**src/rtl/lw_mpram_pkg.sv**
```systemverilog
package lw_mpram_pkg;
  // number of write ports the XOR tracking scheme supports
  localparam int unsigned WR_PORTS = 2;
  // write port that wins a same-address collision
  localparam int unsigned WIN_PORT = 1;
endpackage

```
**src/rtl/lw_dpram.sv**
```systemverilog
// Behavioural simple dual-port RAM: one write port, one read port.
// SYNC_RD selects a registered read (1 cycle) or an asynchronous read.
module lw_dpram #(
  parameter int unsigned DEPTH   = 64,
  parameter int unsigned WIDTH   = 8,
  parameter bit          SYNC_RD = 1'b1,
  localparam int unsigned AW     = $clog2(DEPTH)
) (
  input  logic             clk,
  input  logic             we,
  input  logic [AW-1:0]    waddr,
  input  logic [WIDTH-1:0] wdata,
  input  logic [AW-1:0]    raddr,
  output logic [WIDTH-1:0] rdata
);
  logic [WIDTH-1:0] mem [DEPTH];

  always_ff @(posedge clk) begin
    if (we) begin
      mem[waddr] <= wdata;
    end
  end

  generate
    if (SYNC_RD) begin : g_sync
      logic [WIDTH-1:0] q;
      always_ff @(posedge clk) begin
        q <= mem[raddr];
      end
      assign rdata = q;
    end else begin : g_async
      assign rdata = mem[raddr];
    end
  endgenerate
endmodule

```
**src/rtl/lw_track_bank.sv**
```systemverilog
// One write port's last-writer bit, replicated: one asynchronous copy for
// the other write port's lookup and one registered copy per read port.
module lw_track_bank #(
  parameter int unsigned DEPTH = 64,
  parameter int unsigned NRD   = 2,
  localparam int unsigned AW   = $clog2(DEPTH)
) (
  input  logic                    clk,
  input  logic                    we,
  input  logic [AW-1:0]           waddr,
  input  logic                    wbit,
  input  logic [AW-1:0]           look_addr,
  output logic                    look_bit,
  input  logic [NRD-1:0][AW-1:0]  rd_addr,
  output logic [NRD-1:0]          rd_bit
);
  lw_dpram #(.DEPTH(DEPTH), .WIDTH(1), .SYNC_RD(1'b0)) u_look (
    .clk   (clk),
    .we    (we),
    .waddr (waddr),
    .wdata (wbit),
    .raddr (look_addr),
    .rdata (look_bit)
  );

  for (genvar r = 0; r < NRD; r++) begin : g_rd
    lw_dpram #(.DEPTH(DEPTH), .WIDTH(1), .SYNC_RD(1'b1)) u_copy (
      .clk   (clk),
      .we    (we),
      .waddr (waddr),
      .wdata (wbit),
      .raddr (rd_addr[r]),
      .rdata (rd_bit[r])
    );
  end
endmodule

```
**src/rtl/lw_data_bank.sv**
```systemverilog
// One write port's data, replicated once per read port.
module lw_data_bank #(
  parameter int unsigned DEPTH = 64,
  parameter int unsigned WIDTH = 16,
  parameter int unsigned NRD   = 2,
  localparam int unsigned AW   = $clog2(DEPTH)
) (
  input  logic                      clk,
  input  logic                      we,
  input  logic [AW-1:0]             waddr,
  input  logic [WIDTH-1:0]          wdata,
  input  logic [NRD-1:0][AW-1:0]    rd_addr,
  output logic [NRD-1:0][WIDTH-1:0] rd_data
);
  for (genvar r = 0; r < NRD; r++) begin : g_rd
    lw_dpram #(.DEPTH(DEPTH), .WIDTH(WIDTH), .SYNC_RD(1'b1)) u_copy (
      .clk   (clk),
      .we    (we),
      .waddr (waddr),
      .wdata (wdata),
      .raddr (rd_addr[r]),
      .rdata (rd_data[r])
    );
  end
endmodule

```
**src/rtl/lw_mpram.sv**
```systemverilog
// Two write ports, NRD read ports, last writer tracked in RAM by XOR bits.
module lw_mpram
  import lw_mpram_pkg::*;
#(
  parameter int unsigned DEPTH  = 64,
  parameter int unsigned WIDTH  = 16,
  parameter int unsigned NRD    = 2,
  parameter int unsigned RD_LAT = 2,
  localparam int unsigned AW    = $clog2(DEPTH)
) (
  input  logic                          clk,
  input  logic                          rst_ni,
  input  logic [WR_PORTS-1:0]           wr_en_i,
  input  logic [WR_PORTS-1:0][AW-1:0]   wr_addr_i,
  input  logic [WR_PORTS-1:0][WIDTH-1:0] wr_data_i,
  input  logic [NRD-1:0][AW-1:0]        rd_addr_i,
  output logic [NRD-1:0][WIDTH-1:0]     rd_data_o
);
  // ---------------- reset: async assert, sync release ----------------
  logic [1:0] rst_q;
  logic       rst_int_n;

  always_ff @(posedge clk or negedge rst_ni) begin
    if (!rst_ni) begin
      rst_q <= 2'b00;
    end else begin
      rst_q <= {rst_q[0], 1'b1};
    end
  end
  assign rst_int_n = rst_q[1];

  // ---------------- write side: collision rule ----------------
  logic                collide;
  logic [WR_PORTS-1:0] we_eff;
  logic [WR_PORTS-1:0] look_bit;
  logic [WR_PORTS-1:0] trk_wbit;

  always_comb begin
    collide = wr_en_i[0] && wr_en_i[1] && (wr_addr_i[0] == wr_addr_i[1]);
    // the losing port is fully suppressed so tracking names the winner
    we_eff[WIN_PORT]     = wr_en_i[WIN_PORT];
    we_eff[1 - WIN_PORT] = wr_en_i[1 - WIN_PORT] && !collide;
    // port 0 copies port 1's bit, port 1 stores the inverse of port 0's bit
    trk_wbit[0] = look_bit[1];
    trk_wbit[1] = ~look_bit[0];
  end

  // ---------------- banks ----------------
  logic [NRD-1:0][WIDTH-1:0] bank_q [WR_PORTS];
  logic [NRD-1:0]            trk_q  [WR_PORTS];

  for (genvar k = 0; k < WR_PORTS; k++) begin : g_wp
    lw_data_bank #(.DEPTH(DEPTH), .WIDTH(WIDTH), .NRD(NRD)) u_data (
      .clk     (clk),
      .we      (we_eff[k]),
      .waddr   (wr_addr_i[k]),
      .wdata   (wr_data_i[k]),
      .rd_addr (rd_addr_i),
      .rd_data (bank_q[k])
    );

    // bank k is looked up at the other port's write address
    lw_track_bank #(.DEPTH(DEPTH), .NRD(NRD)) u_trk (
      .clk       (clk),
      .we        (we_eff[k]),
      .waddr     (wr_addr_i[k]),
      .wbit      (trk_wbit[k]),
      .look_addr (wr_addr_i[1 - k]),
      .look_bit  (look_bit[k]),
      .rd_addr   (rd_addr_i),
      .rd_bit    (trk_q[k])
    );
  end

  // ---------------- read steering ----------------
  logic [NRD-1:0]            rd_sel;
  logic [NRD-1:0][WIDTH-1:0] rd_mux;

  always_comb begin
    for (int r = 0; r < NRD; r++) begin
      rd_sel[r] = trk_q[0][r] ^ trk_q[1][r];
      rd_mux[r] = rd_sel[r] ? bank_q[1][r] : bank_q[0][r];
    end
  end

  // ---------------- output latency stages ----------------
  generate
    if (RD_LAT > 1) begin : g_pipe
      localparam int unsigned NSTG = RD_LAT - 1;
      logic [NRD-1:0][WIDTH-1:0] pipe_d [NSTG];
      logic [NRD-1:0][WIDTH-1:0] pipe_q [NSTG];

      always_comb begin
        pipe_d[0] = rd_mux;
        for (int s = 1; s < int'(NSTG); s++) begin
          pipe_d[s] = pipe_q[s-1];
        end
      end

      always_ff @(posedge clk or negedge rst_int_n) begin
        if (!rst_int_n) begin
          for (int s = 0; s < int'(NSTG); s++) begin
            pipe_q[s] <= '0;
          end
        end else begin
          for (int s = 0; s < int'(NSTG); s++) begin
            pipe_q[s] <= pipe_d[s];
          end
        end
      end
      assign rd_data_o = pipe_q[NSTG-1];
    end else begin : g_direct
      assign rd_data_o = rd_mux;
    end
  endgenerate
endmodule

```
**config.mk**
```make
export PLATFORM = sky130hd
export DESIGN_NAME = lw_mpram
export DESIGN_NICKNAME = d
export VERILOG_FILES = /design/src/rtl/lw_mpram_pkg.sv /design/src/rtl/lw_dpram.sv /design/src/rtl/lw_track_bank.sv /design/src/rtl/lw_data_bank.sv /design/src/rtl/lw_mpram.sv
export SDC_FILE = /design/constraint.sdc
export NUM_CORES = 2
export LEC_CHECK = 0
export BUFFER_PORTS_ARGS = -buffer_cell sky130_fd_sc_hd__buf_2
export CAP_MARGIN = 10
export CORE_MARGIN = 2
export CORE_UTILIZATION = 40
export DETAILED_ROUTE_END_ITERATION = 16
export PLACE_DENSITY = 0.62
export SYNTH_ARGS = -nofsm -noshare
export SYNTH_HDL_FRONTEND = slang
export SYNTH_MEMORY_MAX_BITS = 65536
export SYNTH_SLANG_ARGS = --single-unit
```
**constraint.sdc**
```tcl
create_clock -name clk -period 2.05 [get_ports clk]
set_input_delay 0.205 -clock clk [delete_from_list [all_inputs] [get_ports clk]]
set_output_delay 0.205 -clock clk [all_outputs]
set_load 0.005 [all_outputs]
```
==> impl_metrics.json <==
{
  "tightestPinTransition_ns": 1.160,
  "final_core_utilization_pct": 49.74,
  "final.min_clock_period_ns": 2.271,
  "mappedNetlistArea_um2": 103600,
  "cp.arrival_ns": 2.92,
  "cts_inserted_buffers": 235,
  "reg2reg_from": "g_wp[0].u_trk.u_look.mem[16]",
  "max_cap_violations": 0,
  "power-per-cell-area_nw_per_um2": 851.1,
  "core-area_um2": 257200,
  "hold_path.startpoint": "wr_data_i[12]",
  "cts-root-to-sink-buffers": 3,
  "hp-class": "input pin to flop",
  "yosysWarnings": 0,
  "h-tree-depth": 4,
  "postSynthAreaPerCell_um2": 20.02,
  "wirelength_mm": 375.1,
  "critical_path.cell_chain": "mux2i_1 -> mux4_2 -> a21oi_2 -> nor2_1 -> or4_4 -> buf_12",
  "grt_remaining_overflow": 0,
  "run_status": "finished with violations",
  "grt_start_max_net_pins": 65,
  "ant_nets": 0,
  "worst_slack_ns": -0.2215,
  "synthArstFlopShare_pct": 1.493,
  "clock_tree.root_cell": "clkbuf_16",
  "synth_top_area_share_pct": 63.08,
  "area_delta_synth_final_pct": 23.47,
  "gpl.final_weighted_congestion": 0.9728,
  "vias": 64560,
  "cts_tree": "yes",
  "failed_checks": "negative setup slack",
  "critPathRequiredTime_ns": 2.70,
  "numClockSinks": 2278,
  "sequential_to_total_area_share_from_yosys_stat_pct": 65.21,
  "dp_hpwl_mm": 260.6,
  "synth_edf_count": 2176,
  "layout_cell_share_with_drive_strength_beyond_1_pct": 45.68,
  "setup_viol": 130,
  "synth-seq-cells": 2278,
  "post_synth_inst_count": 5174,
  "detailedRoute.firstPassIterationCount": 6,
  "die-area_um2": 263100,
  "max_clock_freq_mhz": 440.2,
  "drv_slew": 0,
  "critical_path_buf_inv_count": 1,
  "row_count": 186,
  "initialDrtViolationCount": 9833,
  "holdWs_ns": 0.06611,
  "total_power_w": 0.1089,
  "setup-tns-final_ns": -24.45,
  "buffer_ports.inserted": 91,
  "pre_cts_ws_ns": -0.9537,
  "die_w_um": 512.9,
  "cp_slowest_stage_delay_ns": 0.60,
  "worst_setup_hold_path_clk_slew_ns": 0.06,
  "clock_insertion_delay_worst_skew_ns": 0.93,
  "clock_skew_ns": 0.06069,
  "critical_path.endpoint_type": "flop",
  "synth_commonest_cells": "edfxtp_1 (2176), mux4_2 (1099), nor2_1 (207)",
  "report.final.hold_viol_count": 0,
  "nets": 6346,
  "slew_headroom_pct": 22.67,
  "static-leakage-power_nw": 42.10,
  "cpLargestDelayFamily": "simple AND/OR/NAND/NOR gates",
  "synthesis.nets": 5234,
  "largest_cells_by_area_after_synthesis": "edfxtp_1 (63%), mux4_2 (24%), dfxtp_1 (1.3%)",
  "gr-usage-all-layers_pct": 28.32,
  "boundaryPins": 92,
  "yosysMostFrequentCell": "edfxtp_1",
  "cp-startpoint": "g_wp[0].u_trk.u_look.mem[16]",
  "die_h_um": 512.9,
  "routed_wire_length_per_instance_um": 37.86,
  "grt_setup_unrepaired": "yes",
  "synth-main-ff-cell": "edfxtp_1",
  "cpMaxStageDelayCell": "or4_4",
  "initial_utilization_pct": 40.28,
  "period_share_pct": 110.8,
  "timing.critical_path.fanout_max": 32,
  "post_synthesis_cell_type_count": 63,
  "cp-start-kind": "flop",
  "grt_pass1_wl_mm": 516.9,
  "synth_largest_area_cell": "edfxtp_1",
  "avgViaCountPerCell": 6.516,
  "irDropWorstVdd_mv": 0.7538,
  "grt_antenna_before_repair": 39,
  "remaining_drc_errors": 0,
  "timing.setup.critical_path_class": "flop to flop",
  "grt_pass1_vias": 64600
}
[timing repair]
action                                   CTS  global route
gates cloned                               5             2
setup buffers                              3             2
pin swaps                                  4             4
endpoints found under the hold margin   1561             0
resized for setup                         28            28
hold buffers                              35             0
endpoints found under the setup margin   134           142
[flip-flops by register name, indices dropped and copies added, names as in the netlist]
register	cells
g_wp.u_data.g_rd.u_copy.mem	2048
g_wp.u_data.g_rd.u_copy.rdata	64
g_wp.u_trk.g_rd.u_copy.mem	35
g_wp.u_trk.g_rd.u_copy.rdata	4
g_wp.u_trk.u_look.mem	93
rd_data_o	32
rst_q	2
[worst paths after layout]
check | end | slack, ns | depth (start not counted)
setup / recovery | g_wp[1].u_trk.g_rd[0].u_copy.mem[14] | -0.22 | 6
hold / removal | g_wp[0].u_data.g_rd[1].u_copy.mem[63][12] | 0.07 | 1
setup reg to reg | g_wp[1].u_trk.g_rd[0].u_copy.mem[14] | -0.22 | 6
hold reg to reg | rd_data_o[5] | 0.24 | 0
max in group asynchronous | rd_data_o[13] | 1.20 | 1
min in group asynchronous | rst_q[0] | 0.14 | 3
[cells by family after synthesis]
group | count (synthesis) | share of synthesized area, %
simple gates | 468 | 2.077
compound gates | 717 | 4.855
buf+inv | 425 | 2.105
xor+xnor | 7 | 0.05918
mux | 1278 | 25.69
other cells | 1 | 0.003620
flops | 2278 | 65.21
[per-layer routing]
metal	global-route usage, %	vias to the layer above	share of wire (%)
li1	-	24950	-
met1	37.81	34240	36
met2	41.97	4508	45
met3	8.208	835	13
met4	15.16	28	6.1
met5	0.2740	-	0.071
[final cells by class]
| type | instances | area, um^2 |
|---|---|---|
| fillers | 20570 | 129300 |
| flip-flops and latches | 2278 | 67560 |
| multi-input cells | 2471 | 34510 |
| repair buffers | 1292 | 13450 |
| clock buffers | 273 | 6083 |
| well taps | 3384 | 4234 |
| clock inverters | 175 | 1974 |
| diodes | 26 | 65.06 |
| inverters | 8 | 31.28 |
[through the flow]
step           cell area [um^2]  cells
2_1_floorplan            103700   5174
3_3_place_gp             119000   9386
3_5_place_dp             119000   9386
4_1_cts                  127700   9877
5_1_grt                  127900   9901
6_report                 127900   9907
[report_power, final]
part	switching (W)	internal, W
registers	0.000547	0.0517
clock network	0.0192	0.0253
logic	0.00685	0.00521
[placed cells by master (no fill, tap or decap), drive strengths merged, types with 103 or more instances in the layout]
| cell | instances |
|---|---|
| buf | 1256 |
| a221oi | 119 |
| a21oi | 178 |
| mux2i | 125 |
| clkinv | 119 |
| nor2 | 207 |
| edfxtp | 2176 |
| mux4 | 1099 |
| nand2 | 103 |
| o22ai | 116 |
| clkbuf | 274 |
(Power assumes the default switching activity.)
